## config.mk

```make
export PLATFORM = sky130hd
export DESIGN_NAME = uctl_top
export DESIGN_NICKNAME = d
export VERILOG_FILES = /design/src/rtl/uctl_pkg.sv /design/src/rtl/uctl_ctrl.sv /design/src/rtl/uctl_evt.sv /design/src/rtl/uctl_rxfifo.sv /design/src/rtl/uctl_top.sv
export SDC_FILE = /design/constraint.sdc
export NUM_CORES = 1
export LEC_CHECK = 0
export ABC_AREA = 0
export BUFFER_PORTS_ARGS = -buffer_cell sky130_fd_sc_hd__buf_2
export CAP_MARGIN = 20
export CORE_ASPECT_RATIO = 2
export CORE_MARGIN = 8
export CORE_UTILIZATION = 40
export CTS_CLUSTER_SIZE = 20
export DETAILED_ROUTE_END_ITERATION = 8
export PLACE_DENSITY_LB_ADDON = 0.1
export RECOVER_POWER = 25
export SLEW_MARGIN = 20
export SYNTH_ARGS = -nofsm -noshare
export SYNTH_HDL_FRONTEND = slang
export SYNTH_SLANG_ARGS = --single-unit
```

## constraint.sdc

```tcl
create_clock -name clk -period 4.35 [get_ports clk]
set_input_delay 0.87 -clock clk [delete_from_list [all_inputs] [get_ports clk]]
set_output_delay 0.87 -clock clk [all_outputs]
set_load 0.1 [all_outputs]
```

## src/rtl/uctl_pkg.sv

```systemverilog
package uctl_pkg;
  localparam int ADDR_W = 10;
  localparam int DATA_W = 32;
  localparam int BYTE_W = 8;
  localparam int EV_N   = 4;
  localparam int PIN_N  = 4;

  typedef logic [ADDR_W-1:0] waddr_t;
  typedef logic [DATA_W-1:0] word_t;

  // task words
  localparam waddr_t A_RX_GO     = 10'h000;
  localparam waddr_t A_RX_HALT   = 10'h001;
  localparam waddr_t A_TX_GO     = 10'h002;
  localparam waddr_t A_TX_HALT   = 10'h003;
  localparam waddr_t A_PAUSE     = 10'h007;
  // event words
  localparam waddr_t A_EV_RXRDY  = 10'h042;
  localparam waddr_t A_EV_TXRDY  = 10'h047;
  localparam waddr_t A_EV_ERR    = 10'h049;
  localparam waddr_t A_EV_RXTO   = 10'h051;
  // mask words
  localparam waddr_t A_MASK      = 10'h0C0;
  localparam waddr_t A_MASK_OR   = 10'h0C1;
  localparam waddr_t A_MASK_ANDN = 10'h0C2;
  // other words
  localparam waddr_t A_ERRSRC    = 10'h120;
  localparam waddr_t A_ENA       = 10'h140;
  localparam waddr_t A_PIN0      = 10'h142;
  localparam waddr_t A_RXD       = 10'h146;
  localparam waddr_t A_TXD       = 10'h147;
  localparam waddr_t A_RATE      = 10'h149;

  localparam word_t ENA_KEY  = 32'd4;
  localparam word_t PIN_RST  = 32'hFFFF_FFFF;
  localparam word_t RATE_RST = 32'h0400_0000;

  // event slots
  localparam int EV_RXRDY = 0;
  localparam int EV_TXRDY = 1;
  localparam int EV_ERR   = 2;
  localparam int EV_RXTO  = 3;

  function automatic int ev_mask_bit(input int slot);
    case (slot)
      EV_RXRDY: return 2;
      EV_TXRDY: return 7;
      EV_ERR:   return 9;
      default:  return 17;
    endcase
  endfunction

  function automatic waddr_t ev_addr(input int slot);
    case (slot)
      EV_RXRDY: return A_EV_RXRDY;
      EV_TXRDY: return A_EV_TXRDY;
      EV_ERR:   return A_EV_ERR;
      default:  return A_EV_RXTO;
    endcase
  endfunction
endpackage

```

## src/rtl/uctl_ctrl.sv

```systemverilog
module uctl_ctrl
  import uctl_pkg::*;
(
  input  logic   clk,
  input  logic   rst,
  input  logic   wr_ok,
  input  waddr_t addr,
  input  word_t  wdata,
  output logic   en_q,
  output logic   tx_on_q,
  output logic   rx_on_q,
  output logic   rxto_set
);
  logic one_w, zero_w, key_w;
  logic go_tx, go_rx, halt_tx, halt_rx, ena_on, ena_off;

  assign one_w  = (wdata == word_t'(1));
  assign zero_w = (wdata == '0);
  assign key_w  = (wdata == ENA_KEY);

  always_comb begin
    go_tx   = 1'b0;
    go_rx   = 1'b0;
    halt_tx = 1'b0;
    halt_rx = 1'b0;
    ena_on  = 1'b0;
    ena_off = 1'b0;
    if (wr_ok) begin
      case (addr)
        A_TX_GO:   go_tx = one_w;
        A_RX_GO:   go_rx = one_w;
        A_TX_HALT: halt_tx = one_w;
        A_RX_HALT: halt_rx = one_w;
        A_PAUSE: begin
          halt_tx = one_w;
          halt_rx = one_w;
        end
        A_ENA: begin
          ena_on  = key_w;
          ena_off = zero_w;
          halt_tx = zero_w;
          halt_rx = zero_w;
        end
        default: ;
      endcase
    end
  end

  assign rxto_set = halt_rx;

  always_ff @(posedge clk) begin
    if (rst) begin
      en_q    <= 1'b0;
      tx_on_q <= 1'b0;
      rx_on_q <= 1'b0;
    end else begin
      if (ena_on)       en_q <= 1'b1;
      else if (ena_off) en_q <= 1'b0;
      if (halt_tx)      tx_on_q <= 1'b0;
      else if (go_tx)   tx_on_q <= 1'b1;
      if (halt_rx)      rx_on_q <= 1'b0;
      else if (go_rx)   rx_on_q <= 1'b1;
    end
  end
endmodule

```

## src/rtl/uctl_evt.sv

```systemverilog
module uctl_evt
  import uctl_pkg::*;
(
  input  logic            clk,
  input  logic            rst,
  input  logic [EV_N-1:0] hw_set,
  input  logic [EV_N-1:0] sw_wr,
  input  logic            sw_val,
  input  logic            mask_load,
  input  logic            mask_or,
  input  logic            mask_andn,
  input  logic            src_w1c,
  input  logic            brk,
  input  word_t           wdata,
  output logic [EV_N-1:0] ev_q,
  output word_t           mask_q,
  output logic [1:0]      src_q,
  output logic            irq_q
);
  logic [EV_N-1:0] qual;

  for (genvar g = 0; g < EV_N; g++) begin : g_ev
    always_ff @(posedge clk) begin
      if (rst)            ev_q[g] <= 1'b0;
      else if (hw_set[g]) ev_q[g] <= 1'b1;
      else if (sw_wr[g])  ev_q[g] <= sw_val;
    end
    assign qual[g] = ev_q[g] & mask_q[ev_mask_bit(g)];
  end

  always_ff @(posedge clk) begin
    if (rst)            mask_q <= '0;
    else if (mask_load) mask_q <= wdata;
    else if (mask_or)   mask_q <= mask_q | wdata;
    else if (mask_andn) mask_q <= mask_q & ~wdata;
  end

  always_ff @(posedge clk) begin
    if (rst) src_q <= '0;
    else     src_q <= (src_q & ~(src_w1c ? wdata[1:0] : 2'b00)) | {2{brk}};
  end

  always_ff @(posedge clk) begin
    if (rst) irq_q <= 1'b0;
    else     irq_q <= |qual;
  end
endmodule

```

## src/rtl/uctl_rxfifo.sv

```systemverilog
module uctl_rxfifo #(
  parameter int DEPTH = 4,
  parameter int W     = 8,
  localparam int PW   = (DEPTH > 1) ? $clog2(DEPTH) : 1,
  localparam int CW   = $clog2(DEPTH + 1)
) (
  input  logic          clk,
  input  logic          rst,
  input  logic          allow,
  input  logic          push,
  input  logic [W-1:0]  din,
  input  logic          pop,
  output logic [W-1:0]  head,
  output logic [CW-1:0] count,
  output logic          push_ok,
  output logic          pop_ok,
  output logic          more_left
);
  logic [W-1:0]  mem [DEPTH];
  logic [PW-1:0] wp, rp;

  function automatic logic [PW-1:0] nxt(input logic [PW-1:0] p);
    return (p == PW'(DEPTH - 1)) ? '0 : p + 1'b1;
  endfunction

  assign push_ok   = push & allow & (count < CW'(DEPTH));
  assign pop_ok    = pop & allow & (count != '0);
  assign more_left = (count > CW'(1));
  assign head      = mem[rp];

  always_ff @(posedge clk) begin
    if (push_ok) mem[wp] <= din;
  end

  always_ff @(posedge clk) begin
    if (rst) begin
      wp    <= '0;
      rp    <= '0;
      count <= '0;
    end else begin
      if (push_ok) wp <= nxt(wp);
      if (pop_ok)  rp <= nxt(rp);
      case ({push_ok, pop_ok})
        2'b10:   count <= count + 1'b1;
        2'b01:   count <= count - 1'b1;
        default: ;
      endcase
    end
  end
endmodule

```

## src/rtl/uctl_top.sv

```systemverilog
module uctl_top
  import uctl_pkg::*;
#(
  parameter int RX_DEPTH = 4,
  localparam int CW = $clog2(RX_DEPTH + 1)
) (
  input  logic              clk,
  input  logic              rst,
  input  logic              bus_wr,
  input  logic              bus_rd,
  input  logic [ADDR_W-1:0] bus_addr,
  input  logic [DATA_W-1:0] bus_wdata,
  output logic [DATA_W-1:0] bus_rdata,
  output logic              irq_o,
  output logic              tx_started_o,
  output logic              rx_started_o,
  output logic [BYTE_W-1:0] txd_byte_o,
  output logic              txd_load_o,
  input  logic              tx_done_i,
  input  logic              brk_i,
  input  logic              rx_valid_i,
  input  logic [BYTE_W-1:0] rx_byte_i
);
  logic            en_q, tx_on, rx_on, rxto_set;
  logic            wr_ok, rd_ok;
  logic [EV_N-1:0] ev_q, hw_set, sw_wr;
  word_t           mask_q;
  logic [1:0]      src_q;
  logic            irq_q;
  logic [BYTE_W-1:0] rx_head;
  logic [CW-1:0]   rx_count;
  logic            push_ok, pop_ok, more_left;
  logic            tx_pend_q, tx_take, tx_fin;
  word_t           pin_q [PIN_N];
  word_t           rate_q;
  word_t           rmux;

  assign wr_ok = bus_wr & (en_q | (bus_addr == A_ENA));
  assign rd_ok = bus_rd & en_q;

  uctl_ctrl u_ctrl (
    .clk(clk), .rst(rst), .wr_ok(wr_ok), .addr(bus_addr), .wdata(bus_wdata),
    .en_q(en_q), .tx_on_q(tx_on), .rx_on_q(rx_on), .rxto_set(rxto_set)
  );

  uctl_rxfifo #(.DEPTH(RX_DEPTH), .W(BYTE_W)) u_rxq (
    .clk(clk), .rst(rst), .allow(rx_on), .push(rx_valid_i), .din(rx_byte_i),
    .pop(rd_ok && (bus_addr == A_RXD)), .head(rx_head), .count(rx_count),
    .push_ok(push_ok), .pop_ok(pop_ok), .more_left(more_left)
  );

  // transmit handoff
  assign tx_take = wr_ok && (bus_addr == A_TXD) && tx_on && !tx_pend_q;
  assign tx_fin  = tx_done_i && tx_pend_q;

  always_ff @(posedge clk) begin
    if (rst) begin
      tx_pend_q  <= 1'b0;
      txd_byte_o <= '0;
      txd_load_o <= 1'b0;
    end else begin
      txd_load_o <= tx_take;
      if (tx_take) begin
        tx_pend_q  <= 1'b1;
        txd_byte_o <= bus_wdata[BYTE_W-1:0];
      end else if (tx_fin) begin
        tx_pend_q  <= 1'b0;
      end
    end
  end

  // event sources
  always_comb begin
    hw_set           = '0;
    hw_set[EV_RXRDY] = push_ok | (pop_ok & more_left);
    hw_set[EV_TXRDY] = tx_fin;
    hw_set[EV_ERR]   = brk_i;
    hw_set[EV_RXTO]  = rxto_set;
  end

  for (genvar g = 0; g < EV_N; g++) begin : g_swr
    assign sw_wr[g] = wr_ok && (bus_addr == ev_addr(g));
  end

  uctl_evt u_evt (
    .clk(clk), .rst(rst), .hw_set(hw_set), .sw_wr(sw_wr), .sw_val(|bus_wdata),
    .mask_load(wr_ok && (bus_addr == A_MASK)),
    .mask_or(wr_ok && (bus_addr == A_MASK_OR)),
    .mask_andn(wr_ok && (bus_addr == A_MASK_ANDN)),
    .src_w1c(wr_ok && (bus_addr == A_ERRSRC)), .brk(brk_i), .wdata(bus_wdata),
    .ev_q(ev_q), .mask_q(mask_q), .src_q(src_q), .irq_q(irq_q)
  );
  assign irq_o        = irq_q;
  assign tx_started_o = tx_on;
  assign rx_started_o = rx_on;

  // configuration words
  for (genvar p = 0; p < PIN_N; p++) begin : g_pin
    always_ff @(posedge clk) begin
      if (rst) pin_q[p] <= PIN_RST;
      else if (wr_ok && (bus_addr == A_PIN0 + waddr_t'(p))) pin_q[p] <= bus_wdata;
    end
  end

  always_ff @(posedge clk) begin
    if (rst) rate_q <= RATE_RST;
    else if (wr_ok && (bus_addr == A_RATE)) rate_q <= bus_wdata;
  end

  // read path
  always_comb begin
    rmux = '0;
    case (bus_addr)
      A_EV_RXRDY: rmux = word_t'(ev_q[EV_RXRDY]);
      A_EV_TXRDY: rmux = word_t'(ev_q[EV_TXRDY]);
      A_EV_ERR:   rmux = word_t'(ev_q[EV_ERR]);
      A_EV_RXTO:  rmux = word_t'(ev_q[EV_RXTO]);
      A_MASK, A_MASK_OR, A_MASK_ANDN: rmux = mask_q;
      A_ERRSRC:   rmux = word_t'(src_q);
      A_ENA:      rmux = ENA_KEY;
      A_RXD:      rmux = word_t'(rx_head);
      A_TXD:      rmux = word_t'(txd_byte_o);
      A_RATE:     rmux = rate_q;
      default: begin
        for (int p = 0; p < PIN_N; p++)
          if (bus_addr == A_PIN0 + waddr_t'(p)) rmux = pin_q[p];
      end
    endcase
  end

  always_ff @(posedge clk) begin
    if (rst)         bus_rdata <= '0;
    else if (bus_rd) bus_rdata <= rd_ok ? rmux : '0;
  end
endmodule

```

# Word-level counts from Yosys, hierarchy flattened
# Memories as Yosys holds them, arrays and structs flattened. A register that Yosys moved wholly into a read port is not among the register bits.
# Cells that the tools add are included.
# classes
n_addsub	4
n_lt_le_gt_ge	2
n_eq_ne	26
n_mux	59
n_bitwise	23
reduce_logical	37
# op_table
op	n
$mux 32	12
$pmux 32 s10	1
$eq 10x9->1 const B	9
$eq 10x7->1 const B	4
$mux 1	38
$and 32x32->32	1
$eq 32x1->1 const B	1
$eq 32x3->1 const B	1
$logic_not 32->1	1
$not 32->32	1
$or 32x32->32	1
$reduce_or 32->1	1
$eq 10x8->1 const B	3
$eq 10x2->1 const B	2
$logic_and 1x1->1	18
$reduce_bool 2->1	7
$and 1x1->1	11
$eq 10x1->1 const B	1
$eq 10x3->1 const B	1
$logic_not 10->1	1
$mux 2	5
$reduce_or 2->1	4
$eq 2x2->1 const B	3
$or 1x1->1	6
15 further kinds	18
# word_totals
reg_bits	123
mem_bits_rw	160
in_bits	57
wordCells	171
n_memories	2
# mem_list
memory	words	word_bits	rd	rd_clocked_by_memory_dff	write_ports	line_no	text
pin_q	4	32	4	0	4	uctl_top.sv:34	word_t pin_q [PIN_N];
u_rxq.mem	4	8	1	1	1	uctl_rxfifo.sv:19	logic [W-1:0] mem [DEPTH];

# Depth between registers and ports, before layout
# logic_depth
depth_word	8
depth_mapped	10

# Cells and area by module
# Synthesis repeated with hierarchy kept, for this count alone.
# unflattened
hier_cells	1100
area_unflattened_um2	12809.8
# by_module_without_submodules
module	instances	cells_each	area_each_um2
uctl_top	1	791	9277.6
uctl_rxfifo	1	97	1669.1
uctl_evt	1	172	1519.0
uctl_ctrl	1	40	344.1

# Worst setup path before layout
# OpenSTA, ideal clock, no wires.
# synth_path
path_kind	input -> register
start	input bus_addr[7]
end	memory pin_q[1][0] (netlist bit), enable pin
arrival_ns	4.207
required_time_ns	3.880
path_slack_ns	-0.327
stages	5
cell_sequence	nor4b_4 -> and2_1 -> buf_2 -> o211ai_1 -> o31ai_1
# synth_rtl
item	line_no	text
start, declared	uctl_top.sv:11	input logic [ADDR_W-1:0] bus_addr,
end, declared	uctl_top.sv:34	

==> metrics.md <==
| Metric | Value |
|---|---|
| Status | finished with violations |
| Violated checks | capacitance limit, slew limit |
| Synthesized Nets | 1,214 |
| Max FO, Critical Path | 48 |
| Tightest Pin Transition | 1640 ps |
| Area grow syn2layout | 13.1% |
| Port-buffer cells | 100 |
| Hold slack | 454 ps |
| Worst setup EP type | flip-flop |
| Synth top area share | 38.1% |
| Mux cell area share after synthesis | 6.59% |
| # Post-CTS Setup Buffers | 0 |
| Commonest non-fill, non-tap cell in the layout | edfxtp_1 |
| # setup viols final | 0 |
| Drt wl/cell | 22.7 um |
| Synth Cell Area | 12,600 um^2 |
| Inserted Diodes | 0 |
| Grt total ovfl | 0 |
| DRT Pass-1 Iters | 5 |
| Netlist cell types | 65 |
| Largest net degree at the start of global routing | 89 |
| Slew headroom | -9.65% |
| Post-Route Utilization | 45.5% |
| Final Hold Viols | 0 |
| Max incr delay on CP | 1270 ps |
| DRT Wirelength | 37,700 um |
| Post-synthesis simple-gate area fraction | 17.0% |
| Pint | 0.00423 W |
| TritonCTS clock tree | yes |
| Flop pwr share | 53.4% |
| Post-synthesis sequential area ratio | 58.0% |
| Skew final | 10.1 ps |
| First-pass GRT wire length | 58,100 um |
| Pwr Total | 0.00546 W |
| Post-Synth Adder-Cell Area | 0.992% |
| Crit Path Category | in2reg |
| Hold Buf Count CTS | 0 |
| Ys flop type | edfxtp_1 |
| Clk_lat worst skew | 550 ps |
| Std-Cell Rows | 92 |
| Commonest cells after routing, fill and taps aside | edfxtp_1, nand2_1, dfxtp_1 |
| Dpl hpwl | 24,900 um |
| All-Layer GR Usage | 20.0% |
| CP arrival | 3870 ps |
| H-tree depth | 1 |
| Core area | 31,300 um^2 |
| Antenna violations before repair | 0 |
| Clock share of power | 41.4% |
| R2R cell count | 5 |
| Crit-path most repeated cell | buf_4 |
| Iter 0 DRT Violations | 671 |
| Worst vdd ir | 0.253 mV |
| # fillers | 3,058 |
| Max-Cap Viols | 1 |
| Num Clock Sinks | 285 |
| Worst path slowest cell | clkbuf_2 |
| Final Max Slew Viols | 49 |
| Synth Instances | 1,147 |
| Post-route ant nets | 0 |
| Clock buffer depth | 3 |
| Non-Filler Instances | 1,660 |
| Placed Instances | 1,611 |
| Post-synth EDFFs | 160 |
| Min-Delay Path Depth | 1 |
| Synth Area per Inst | 11.0 um^2 |
| Crit-path cells | buf_4, clkbuf_2, nand2_1, nor3_4, buf_4, nand2b_1 |
| PostCTS Resize Cnt | 0 |
| Final period utilization | 82.4% |
| Root Driver | clkbuf_16 |
| Initial Util | 40.3% |
| Largest family of logic cells by synthesized area | simple AND/OR/NAND/NOR gates |
| Die Y-Extent | 267 um |
| RSZ-0062 raised after global routing | false |
| Worst min-delay path category | reg2reg |
| Die ar. | 37,800 um^2 |
| Sw frac | 22.5% |
| Vias | 9,176 |
| Fin Setup TNS | 0 ps |
| Nets | 1,284 |
| CP required | 4640 ps |
| FF+latch count, synth | 285 |
| Worst-path clk slew | 60 ps |
| PD cells | 383 nW/um^2 |
| Minimum clock period | 3590 ps |
| Die X | 142 um |
| Fmax | 0.279 GHz |
| Cts bufs inserted | 27 |
| XOR/XNOR Fraction of Synth Area | 0.139% |
| Yosys warns | 0 |
| Ys async rst share | 0% |
| Net Sw Power | 0.00123 W |
| Top cells by area, synth | edfxtp_1, dfxtp_1, mux2i_1, nand2b_1, nand2_1 |
| Final GP Congestion | 0.860 |
| Drt drc | 0 |
| DR vias/cell | 5.53 |
| Compound-Gate Fraction of Synth Area | 13.9% |
| IO Pins | 101 |
| Vias in the first global route | 9,511 |
| Static Leak | 4.80 nW |
| CP Launch Type | input pin |
| Share of layout cells above drive strength 1 | 11.6% |
| Logic pwr share | 5.2% |
| Synth area leader | edfxtp_1 |
==> worst max-delay path, delay by kind of cell <==
| kind | cells | cell delay (ps) |
|---|---|---|
| buffers and inverters | 3 | 2080 |
| AND/OR/NAND/NOR | 3 | 790 |
==> kinds of logic after synthesis <==
family | count (synthesis)
mux | 73
xor+xnor | 2
fa+ha+maj | 10
buf+inv | 96
flops | 285
simple gates | 396
compound gates | 285
==> cells in the mapped netlist (30+ instances only) <==
| cell type | n |
|---|---|
| edfxtp_1 | 160 |
| nand2_1 | 126 |
| dfxtp_1 | 125 |
| nand2b_1 | 102 |
| a21oi_1 | 92 |
| mux2i_1 | 65 |
| nor2_1 | 61 |
| o21ai_0 | 54 |
| a22oi_1 | 44 |
| clkbuf_1 | 40 |
| buf_2 | 37 |
| or3_1 | 33 |
| o22ai_1 | 30 |
==> worst paths after layout <==
| check | from | endpoint | slack, ps |
|---|---|---|---|
| worst max-delay path | bus_addr[0] | pin_q[3][14]$_SDFFCE_PN1P_ | 760 |
| worst min-delay path | bus_rdata[6]$_SDFFE_PP0P_ | bus_rdata[6]$_SDFFE_PP0P_ | 450 |
| worst max register to register | u_ctrl.en_q$_SDFFE_PP0P_ | txd_byte_o[2]$_SDFFE_PP0P_ | 1560 |
| worst min register to register | bus_rdata[6]$_SDFFE_PP0P_ | bus_rdata[6]$_SDFFE_PP0P_ | 450 |
==> area by class of cell <==
| cell class | instances | area [um^2] | area share [%] |
|---|---|---|---|
| timing repair buffer | 128 | 656 | 4.60 |
| clock buffer | 40 | 785 | 5.50 |
| tap | 423 | 529 | 3.71 |
| inverter | 9 | 33.8 | 0.237 |
| sequential | 285 | 7310 | 51.2 |
| multi-input combinational | 766 | 4900 | 34.4 |
| clock inverter | 9 | 51.3 | 0.360 |
==> layer usage <==
metal / global-route usage [%] / vias up / wire length, um
li1: - / 4315 / -
met3: 2.05 / 59 / 1570
met1: 24.7 / 4565 / 15800
met5: 0 / - / 0
met2: 36.2 / 237 / 19600
met4: 5.61 / 0 / 802
==> stage by stage <==
| stage | worst slack (ps) | cell area [um^2] |
|---|---|---|
| after global routing | 588 | 14300 |
| after floorplan | 657 | 12600 |
| after detailed placement | 707 | 13500 |
| after CTS | 1260 | 14300 |
| final | 764 | 14300 |
| after global placement | 726 | 13500 |
==> power by group through the flow <==
stage | clock network (W) | logic [W] | registers, W
2_1_floorplan | 0 | 0.000153 | 0.00297
3_3_place_gp | 0 | 0.000278 | 0.00298
3_5_place_dp | 0 | 0.000282 | 0.00298
4_1_cts | 0.00231 | 0.000283 | 0.00292
5_1_grt | 0.00240 | 0.000302 | 0.00292
6_report | 0.00226 | 0.000282 | 0.00292
(Power assumes the default switching activity.)
